--- src/rtl/rxq_pkg.sv ---
package rxq_pkg;

  typedef struct packed {
    logic empty;
    logic full;
    logic irq;
    logic ovr;
  } rxq_stat_t;

endpackage

--- src/rtl/rxq_store.sv ---
module rxq_store #(
  parameter int ENTRY_W = 12,
  parameter int DEPTH   = 16,
  parameter int PTR_W   = $clog2(DEPTH)
) (
  input  logic               clk,
  input  logic               we,
  input  logic [PTR_W-1:0]   waddr,
  input  logic [ENTRY_W-1:0] wdata,
  input  logic               re,
  input  logic [PTR_W-1:0]   raddr,
  output logic [ENTRY_W-1:0] rdata
);

  logic [ENTRY_W-1:0] mem [DEPTH];

  always_ff @(posedge clk) begin
    if (we) mem[waddr] <= wdata;
  end

  always_ff @(posedge clk) begin
    if (re) rdata <= mem[raddr];
  end

endmodule

--- src/rtl/rxq_level.sv ---
module rxq_level #(
  parameter int DEPTH = 16,
  parameter int LVL_W = 3,
  parameter int CNT_W = $clog2(DEPTH + 1)
) (
  input  logic             fifo_en,
  input  logic [LVL_W-1:0] level,
  output logic [CNT_W-1:0] trig
);

  int unsigned raw;

  always_comb begin
    raw = 32'(level) << 2;
    if (!fifo_en || raw == 0)
      trig = CNT_W'(1);
    else if (raw > DEPTH)
      trig = '1;               // never reached by the count
    else
      trig = CNT_W'(raw);
  end

endmodule

--- src/rtl/rxq_track.sv ---
module rxq_track
  import rxq_pkg::*;
#(
  parameter int DEPTH = 16,
  parameter int PTR_W = $clog2(DEPTH),
  parameter int CNT_W = $clog2(DEPTH + 1)
) (
  input  logic             clk,
  input  logic             rst,
  input  logic             cfg_fifo_en,
  input  logic             push_valid,
  input  logic             pop_req,
  input  logic [CNT_W-1:0] trig,
  output logic             mem_we,
  output logic [PTR_W-1:0] mem_waddr,
  output logic             mem_re,
  output logic [PTR_W-1:0] mem_raddr,
  output rxq_stat_t        stat
);

  logic             fen_q;
  logic [PTR_W-1:0] rd_ptr;
  logic [CNT_W-1:0] count;
  logic [CNT_W-1:0] cnt_nxt;
  logic [CNT_W-1:0] cap;
  logic [CNT_W-1:0] trig_m1;
  logic             flush;
  logic             push_ok;
  logic             pop_do;

  assign flush   = (fen_q != cfg_fifo_en);
  assign cap     = cfg_fifo_en ? CNT_W'(DEPTH) : CNT_W'(1);
  assign push_ok = !flush && push_valid && (count < cap);
  assign pop_do  = !flush && pop_req && (count != '0);
  assign cnt_nxt = count + CNT_W'(push_ok) - CNT_W'(pop_do);
  assign trig_m1 = trig - CNT_W'(1);

  assign mem_we    = push_ok;
  assign mem_waddr = rd_ptr + PTR_W'(count);
  assign mem_re    = pop_req && !flush;
  assign mem_raddr = rd_ptr;

  always_ff @(posedge clk) begin
    if (rst || flush) begin
      fen_q      <= cfg_fifo_en;
      rd_ptr     <= '0;
      count      <= '0;
      stat.empty <= 1'b1;
      stat.full  <= 1'b0;
      stat.irq   <= 1'b0;
      stat.ovr   <= 1'b0;
    end else begin
      if (pop_do) rd_ptr <= rd_ptr + PTR_W'(1);
      count      <= cnt_nxt;
      stat.empty <= (cnt_nxt == '0);
      stat.full  <= (cnt_nxt == cap);
      stat.ovr   <= push_valid && !push_ok;
      if (push_ok && !pop_do && cnt_nxt == trig)
        stat.irq <= 1'b1;
      else if (pop_do && !push_ok && cnt_nxt == trig_m1)
        stat.irq <= 1'b0;
    end
  end

  AST_COUNT_BOUND: assert property (@(posedge clk) disable iff (rst)
    count <= CNT_W'(DEPTH));
  AST_SINGLE_SLOT: assert property (@(posedge clk) disable iff (rst)
    (!cfg_fifo_en && !flush) |-> count <= CNT_W'(1));
  AST_OVR_WHEN_FULL: assert property (@(posedge clk) disable iff (rst)
    (push_valid && stat.full && !flush && fen_q == cfg_fifo_en) |=> stat.ovr);
  AST_EMPTY_POP_HOLDS: assert property (@(posedge clk) disable iff (rst)
    (pop_req && !push_valid && stat.empty && !flush) |=> stat.empty);
  AST_FULL_CLEARS_ON_READ: assert property (@(posedge clk) disable iff (rst)
    (pop_req && !push_valid && !flush) |=> !stat.full);
  AST_TRIG_NONZERO: assert property (@(posedge clk) disable iff (rst)
    trig != '0);
  AST_IRQ_RISE_ON_PUSH: assert property (@(posedge clk) disable iff (rst)
    $rose(stat.irq) |-> $past(push_valid));
  AST_FLUSH_CLEARS: assert property (@(posedge clk) disable iff (rst)
    flush |=> (stat.empty && !stat.full && !stat.irq && !stat.ovr));

endmodule

--- src/rtl/uart_rx_queue.sv ---
module uart_rx_queue
  import rxq_pkg::*;
#(
  parameter int DEPTH   = 16,
  parameter int ENTRY_W = 12,
  parameter int BRK_BIT = 10,
  parameter int LVL_W   = 3
) (
  input  logic               clk,
  input  logic               rst,
  input  logic               cfg_fifo_en,
  input  logic [LVL_W-1:0]   cfg_rx_level,
  input  logic               push_valid,
  input  logic [ENTRY_W-1:0] push_entry,
  input  logic               push_break,
  input  logic               pop_req,
  output logic [ENTRY_W-1:0] rd_data,
  output logic               rx_empty,
  output logic               rx_full,
  output logic               rx_irq,
  output logic               rx_overrun
);

  localparam int PTR_W = $clog2(DEPTH);
  localparam int CNT_W = $clog2(DEPTH + 1);
  localparam logic [ENTRY_W-1:0] BRK_WORD = ENTRY_W'(1) << BRK_BIT;

  logic [CNT_W-1:0]   trig;
  logic               mem_we;
  logic               mem_re;
  logic [PTR_W-1:0]   mem_waddr;
  logic [PTR_W-1:0]   mem_raddr;
  logic [ENTRY_W-1:0] wdata;
  rxq_stat_t          stat;

  assign wdata = push_break ? BRK_WORD : push_entry;

  rxq_level #(.DEPTH(DEPTH), .LVL_W(LVL_W), .CNT_W(CNT_W)) u_level (
    .fifo_en (cfg_fifo_en),
    .level   (cfg_rx_level),
    .trig    (trig)
  );

  rxq_track #(.DEPTH(DEPTH), .PTR_W(PTR_W), .CNT_W(CNT_W)) u_track (
    .clk         (clk),
    .rst         (rst),
    .cfg_fifo_en (cfg_fifo_en),
    .push_valid  (push_valid),
    .pop_req     (pop_req),
    .trig        (trig),
    .mem_we      (mem_we),
    .mem_waddr   (mem_waddr),
    .mem_re      (mem_re),
    .mem_raddr   (mem_raddr),
    .stat        (stat)
  );

  rxq_store #(.ENTRY_W(ENTRY_W), .DEPTH(DEPTH), .PTR_W(PTR_W)) u_store (
    .clk   (clk),
    .we    (mem_we),
    .waddr (mem_waddr),
    .wdata (wdata),
    .re    (mem_re),
    .raddr (mem_raddr),
    .rdata (rd_data)
  );

  assign rx_empty   = stat.empty;
  assign rx_full    = stat.full;
  assign rx_irq     = stat.irq;
  assign rx_overrun = stat.ovr;

  AST_BREAK_WORD: assert property (@(posedge clk) disable iff (rst)
    (push_valid && push_break) |-> wdata == BRK_WORD);

endmodule

--- config.mk ---
export PLATFORM = sky130hd
export DESIGN_NAME = uart_rx_queue
export DESIGN_NICKNAME = d
export VERILOG_FILES = /design/src/rtl/rxq_pkg.sv /design/src/rtl/rxq_store.sv /design/src/rtl/rxq_level.sv /design/src/rtl/rxq_track.sv /design/src/rtl/uart_rx_queue.sv
export SDC_FILE = /design/constraint.sdc
export NUM_CORES = 1
export LEC_CHECK = 0
export ABC_AREA = 1
export BUFFER_PORTS_ARGS = -buffer_cell sky130_fd_sc_hd__buf_4
export CAP_MARGIN = 20
export CORE_UTILIZATION = 45
export CTS_BUF_LIST = sky130_fd_sc_hd__clkbuf_4 sky130_fd_sc_hd__clkbuf_8
export CTS_CLUSTER_SIZE = 40
export DETAILED_ROUTE_END_ITERATION = 8
export GPL_ROUTABILITY_DRIVEN = 0
export GPL_TIMING_DRIVEN = 0
export SLEW_MARGIN = 10
export SYNTH_ARGS = -nofsm -noshare
export SYNTH_HDL_FRONTEND = slang
export SYNTH_HIERARCHICAL = 1
export SYNTH_SLANG_ARGS = --single-unit
--- constraint.sdc ---
create_clock -name clk -period 5.63 [get_ports clk]
set_clock_uncertainty 0.2 [all_clocks]
set_input_delay 0 -clock clk [delete_from_list [all_inputs] [get_ports clk]]
set_output_delay 0 -clock clk [all_outputs]
set_load 0.02 [all_outputs]
==> impl_metrics.py, run 1 <==
metrics = {
    "power_and_ir_drop": {
        "p_leak_uw": 0.00526,
        "power_uw": 4210,
        "pwr-share-clk_pct": 32.8,
        "power_frac_seq_pct": 45.0,
        "p_per_area_mw_per_mm2": 355,
        "combPwrFrac_pct": 22.2,
        "switchingPower_uw": 1260,
        "intPower_uw": 2950,
        "ir_drop_uv": 311,
        "swShare_pct": 29.9,
    },
    "floorplanning": {
        "std_cell_rows": 54,
        "die_area_mm2": 0.0230,
        "boundaryPins": 37,
        "die_width_um": 152,
        "core_area_mm2": 0.0219,
        "start_util_pct": 46.1,
        "fp.dieH_um": 152,
    },
    "worst_hold_path": {
        "hp-class": "primary input to register",
    },
    "clock_tree": {
        "clock_latency_ps": 520,
        "cts.htree.levels": 2,
        "clk_pin_slew_ps": 50,
        "cts_root_buf": "clkbuf_8",
        "cts_sinks": 218,
        "cts_made_buffers": 39,
        "clockBufferDepth": 3,
        "cts_resized": 0,
        "cts_tree": "yes",
    },
    "detailed_routing": {
        "met2_length_um": 11900,
        "wl_met1_um": 11000,
        "top_layer": "met4",
        "antenna_left": 0,
        "drc": 0,
        "num_vias": 7224,
        "via_per_inst": 4.95,
        "drt-total-wl_um": 25500,
        "wl_met3_um": 1640,
        "firstDrtPassIters": 5,
        "drt_iter0_markers": 459,
        "wl_per_cell_um": 17.5,
    },
    "layout": {
        "antenna_cells": 0,
        "fin_util_pct": 54.2,
        "drive_gt1_share_pct": 16.0,
        "fin_nets": 1191,
        "num-fill-cells": 2007,
        "syn2layout_area_growth_pct": 17.5,
    },
    "timing": {
        "setup_tns_ps": 0,
        "setup_viol": 0,
        "min_period_over_period_pct": 66.5,
        "worstMarginPinSlew_ps": 1080,
        "max_slew_margin_pct": 27.7,
        "rsz0062_at_grt": "no",
        "whs_ps": 80.7,
        "final_max_slew_viol_count": 0,
        "period_needed_ps": 3750,
        "hold_violations": 0,
        "clock.fmax_mhz": 267,
    },
    "placed_design": {
        "io_buffers": 36,
        "place_hpwl_um": 17500,
    },
    "synthesis": {
        "ys_ff_latch": 218,
        "syn_inst": 1035,
        "netlist.area_leader.share_pct": 61.0,
        "ys_types": 32,
        "yosys-top-cells-area": "edfxtp_1, nand2_1, nand3_1, inv_1, dfxtp_1",
        "syn_nets": 1072,
        "synth_area_per_cell_um2": 9.76,
        "ys_seq_area_share_pct": 63.5,
        "synth_top_area_cell": "edfxtp_1",
        "syn_area_mm2": 0.0101,
        "ys_warn_count": 6,
    },
    "grt": {
        "track_usage_pct": 22.5,
        "grt_antenna_before_repair": 0,
        "grt_max_degree": 17,
        "grt_pass1_wl_um": 39100,
        "grt_pass1_vias": 6876,
        "gr-total-overflow": 0,
    },
    "outcome": {
        "outcome": "finished, final reports clean",
    },
    "setup_path": {
        "crit_fanout": 6,
        "worstPathRequired_ps": 5890,
        "startpoint_type": "register",
        "end_kind": "register",
        "critPathArrivalTime_ps": 4000,
        "crit_type": "register to register",
    },
    "run": {
        "max-cap-violations": 0,
    },
}
[registers in the layout, summed over array words and instances (netlist names)]
name,flops
u_track/count,5
u_track/fen_q,1
u_track/stat,4
u_store/rdata,12
u_store/mem,192
u_track/mem_raddr,4
[timing repair]
action,CTS,global route
setup buffers,0,0
endpoints found under the hold margin,203,0
hold buffers,20,0
[layout make-up]
| class | count | area (um^2) | area share, % |
|---|---|---|---|
| plain buffers | 39 | 235 | 1.98 |
| clock buffers | 57 | 684 | 5.77 |
| clock inverters | 8 | 36.3 | 0.306 |
| inverters | 205 | 769 | 6.48 |
| multi-input cells | 573 | 2700 | 22.8 |
| flip-flops and latches | 218 | 6420 | 54.1 |
| well taps | 280 | 350 | 2.95 |
| repair buffers | 78 | 677 | 5.70 |
[cell usage after synthesis]
| library cell | number |
|---|---|
| nor3_1 | 2 |
| ha_1 | 14 |
| buf_6 | 7 |
| or2_1 | 1 |
| nand3_1 | 158 |
| nand2_1 | 296 |
| buf_4 | 3 |
| inv_1 | 195 |
| fa_1 | 2 |
| xor2_1 | 3 |
| a21oi_1 | 7 |
| o21ai_0 | 4 |
| nand4_1 | 1 |
| o21ai_1 | 1 |
| clkbuf_1 | 4 |
| a21oi_4 | 1 |
| nand3_2 | 4 |
| buf_2 | 20 |
| buf_1 | 5 |
| dfxtp_1 | 13 |
| a31oi_1 | 1 |
| and3_1 | 1 |
| nand2_2 | 10 |
| nor2_1 | 53 |
| xnor2_1 | 5 |
| edfxtp_1 | 205 |
| nand2_4 | 2 |
| nand3b_1 | 3 |
| a21oi_2 | 1 |
| inv_2 | 10 |
| nor2_2 | 2 |
| nor3b_2 | 1 |
[critical path, stage by stage, from the launching register on]
cell and delay, ps:
dfxtp_1 370, inv_1 110, ha_1 200, inv_1 60, nor2_1 40, nand2_1 80
nand3_2 160, inv_2 120, ha_1 230, inv_1 50, ha_1 150, inv_1 60
fa_1 650, xnor2_1 110, nor2_1 110, nand3_1 80, nor2_1 90, nand3b_1 90
dlygate4sd3_1 590, a21oi_2 130
[layer usage]
layer,GRT usage (%),vias up
met5,0,-
met4,9.57,0
met3,3.68,60
met2,36.4,258
met1,30.2,3366
li1,-,3540
[final timing paths]
check                         end  slack, ps        startpoint  cells after the start
setup reg to reg  u_track/stat[1]       1880  u_track/count[2]                     19
setup / recovery  u_track/stat[1]       1880  u_track/count[2]                     19
hold / removal    u_track/stat[1]         80   cfg_rx_level[0]                     11
hold reg to reg   u_track/stat[1]        270   u_track/stat[1]                      2
[power by group through the flow]
stage          logic [uW]  clock network, uW  registers (uW)
2_1_floorplan         622                  0            1940
3_3_place_gp          894                  0            1930
3_5_place_dp          913                  0            1930
4_1_cts               930               1410            1900
5_1_grt              1040               1480            1900
6_report              934               1380            1890
[stage by stage]
step           worst slack [ps]  area [um^2]  instances
2_1_floorplan              2750        10100       1035
3_3_place_gp               2380        10700       1351
3_5_place_dp               2370        10900       1365
4_1_cts                    1880        11800       1450
5_1_grt                    1610        11900       1458
6_report                   1880        11900       1458
[logic make-up (layout without fill, tap and decap cells)]
group	count (synthesis)	in the layout	synth area share, %
AOI/OAI and AO/OA	15	15	0.904
xor gates and xnor gates	8	8	0.694
adders and majority gates	16	16	2.13
buffers and inverters	244	387	9.95
DFF	218	218	63.5
and+or+nand+nor	534	534	22.8
[layout by cell type (no fill, tap or decap), types with 5 or more instances in the layout]
cell             n
buf_1            5
ha_1            14
nand3_1        158
clkbuf_8        41
clkinv_1         5
inv_2           10
inv_1          195
dlygate4sd3_1   20
edfxtp_1       205
xnor2_1          5
nand2_2         10
clkbuf_4        16
a21oi_1          7
nand2_1        296
dfxtp_1         13
nor2_2          11
buf_6           10
buf_4           54
nor2_1          44
buf_2           20
Power figures use the tool's default switching activity.
==> inputs of run 2 (changes only) <==
==> constraint.sdc (replaced) <==
create_clock -name clk -period 3.19 [get_ports clk]
set_clock_uncertainty 0.2 [all_clocks]
set_input_delay 0 -clock clk [delete_from_list [all_inputs] [get_ports clk]]
set_output_delay 0 -clock clk [all_outputs]
set_load 0.02 [all_outputs]
==> run 2 against run 1 <==
Against the previous run: clock-buffer cell count is the same; wire length stayed put; worst setup slack worse by 1900 ps; clock power is 77% higher; final area is 0.26% higher; global-route usage is essentially flat; critical endpoint unchanged; largest cell class unchanged.
==> impl_metrics.py, run 2 (synthesis results as in run 1) <==
metrics = {
    "timing": {
        "rsz0062_at_grt": "yes",
        "final_max_slew_viol_count": 0,
        "min_period_over_period_pct": 99.6,
        "hold_violations": 0,
        "max_slew_margin_pct": 28.3,
        "setup_tns_ps": 0,
        "period_needed_ps": 3180,
        "setup_viol": 0,
        "worstMarginPinSlew_ps": 1070,
        "clock.fmax_mhz": 315,
    },
    "layout": {
        "fin_util_pct": 54.4,
        "seq_area_mm2": 0.00642,
        "drive_gt1_share_pct": 16.5,
        "largest_register_ffs": 192,
        "regMostFlops": "u_store/mem",
        "reg_top3": "u_store/mem: 192 flops, u_store/rdata: 12 flops, u_track/count: 5 flops",
        "multi_input_area_mm2": 0.00272,
        "layout_common_cells": "nand2_1, edfxtp_1, inv_1, nand3_1, buf_4",
        "fin_nets": 1192,
        "antenna_cells": 0,
        "mostFrequentLayoutCell": "nand2_1",
        "syn2layout_area_growth_pct": 17.8,
        "num-fill-cells": 2006,
    },
    "setup_path": {
        "critPathArrivalTime_ps": 3390,
        "r2r-end": "u_track/stat[1]",
        "cp_slowest_stage_delay_ps": 600,
        "worstPathRequired_ps": 3400,
        "slowest_stage": "fa_2",
        "startpoint_type": "register",
        "path_cells": "inv_1 > ha_1 > o21ai_0 > nand2_1 > nand2_1 > nand2_1 > inv_1 > ha_1 > inv_1 > fa_2 > xnor2_1 > nand2_1 > nor2_1 > nand3_1 > nor2_1 > nand2_1 > nand2_1 > a21oi_2",
        "end_kind": "register",
        "rr_startpoint": "u_track/count[1]",
        "crit_type": "register to register",
        "crit_fanout": 6,
        "rr_worst_depth": 18,
        "cp_common_cell": "nand2_1",
        "regToRegSetupSlack_ps": 10,
    },
    "detailed_routing": {
        "wl_per_cell_um": 17.5,
        "drc": 0,
        "via_per_inst": 4.97,
        "drt_iter0_markers": 454,
        "firstDrtPassIters": 5,
        "num_vias": 7256,
        "drt-total-wl_um": 25500,
        "antenna_left": 0,
    },
    "clock_tree": {
        "clockBufferDepth": 3,
        "cts_sinks": 218,
        "cts_made_buffers": 39,
        "clock_latency_ps": 520,
        "cts.htree.levels": 2,
        "cts_root_buf": "clkbuf_8",
        "clk_pin_slew_ps": 50,
        "cts_tree": "yes",
    },
    "worst_hold_path": {
        "min_to": "u_track/stat[1]",
        "min-delay-start": "cfg_rx_level[0]",
        "hold_path_depth": 11,
        "hp-class": "primary input to register",
    },
    "grt": {
        "grt_pass1_wl_um": 39100,
        "gr-total-overflow": 0,
        "grt_max_degree": 17,
        "grt_antenna_before_repair": 0,
        "track_usage_pct": 22.6,
        "grt_pass1_vias": 6877,
    },
    "placed_design": {
        "io_buffers": 36,
        "place_hpwl_um": 17500,
    },
    "floorplanning": {
        "std_cell_rows": 54,
        "core_area_mm2": 0.0219,
        "die_width_um": 152,
        "fp.dieH_um": 152,
        "start_util_pct": 46.1,
        "boundaryPins": 37,
        "die_area_mm2": 0.0230,
    },
    "power_and_ir_drop": {
        "ir_drop_uv": 539,
        "p_leak_uw": 0.00527,
        "p_per_area_mw_per_mm2": 628,
    },
    "outcome": {
        "outcome": "finished, final reports clean",
    },
    "run": {
        "max-cap-violations": 0,
    },
}
-- run 2: cell count changes in the layout (fill, tap and decap cells not counted), sizes merged --
cell	before	now
dlygate4sd3	20	21
-- run 2: per-stage QoR --
stage / hold slack (ps) / power (uW) / setup WS, ps / cell area [um^2] / cells
floorplan: -101 / 4520 / 312 / 10100 / 1035
global placement: 62.7 / 4980 / -56.7 / 10700 / 1351
CTS: 66.6 / 7490 / 14.6 / 11800 / 1451
global route: 92.0 / 7830 / -157 / 11900 / 1459
finish: 80.1 / 7470 / 13.2 / 11900 / 1459
detailed placement: 41.4 / 5010 / -66.4 / 10900 / 1365
-- run 2: per-layer routing --
metal	part of all wire, %	routed length (um)	GRT usage (%)
met3	6.9	1750	3.68
met1	43	10900	30.2
met5	0	0	0
met2	47	11900	36.5
met4	3.5	891	9.57
-- run 2: timing repair --
item                                   in CTS  in global routing
pin swaps                                   1                  1
setup buffers                               0                  1
gates resized for setup                     3                  4
setup endpoints to repair                  13                 18
hold buffers                               21                  0
endpoints found under the hold margin     203                  0
-- run 2: worst max-delay path by stage --
stage                     slack, ps             start         endpoint  depth (start not counted)
after floorplan                 310  u_track/count[2]  u_track/stat[1]                         20
after global placement          -60  u_track/count[3]  u_track/stat[1]                         20
after detailed placement        -70  u_track/count[2]  u_track/stat[1]                         20
after CTS                        10  u_track/count[2]  u_track/stat[1]                         20
after global routing           -160  u_track/count[2]  u_track/stat[1]                         20
final                            10  u_track/count[1]  u_track/stat[1]                         18
-- run 2: worst max-delay path, delay by kind of cell (launching register included) --
kind / cells / cell delay [ps]
xor+xnor: 1 / 140
buf+inv: 3 / 430
flops: 1 / 440
simple gates: 9 / 710
compound gates: 2 / 120
fa+ha+maj: 3 / 1030
-- run 2: layout make-up --
cell class	count	share of cell area, %
plain buffers	39	1.98
clock buffers	57	5.75
clock inverters	8	0.305
inverters	205	6.47
multi-input cells	573	22.9
flip-flops and latches	218	53.9
well taps	280	2.94
repair buffers	79	5.77
-- run 2: report_power, final --
part           total, uW  switching [uW]  internal (uW)
clock               2440            1080           1360
combinational       1680            1100            578
sequential          3350            57.8           3290
total               7470            2240           5230
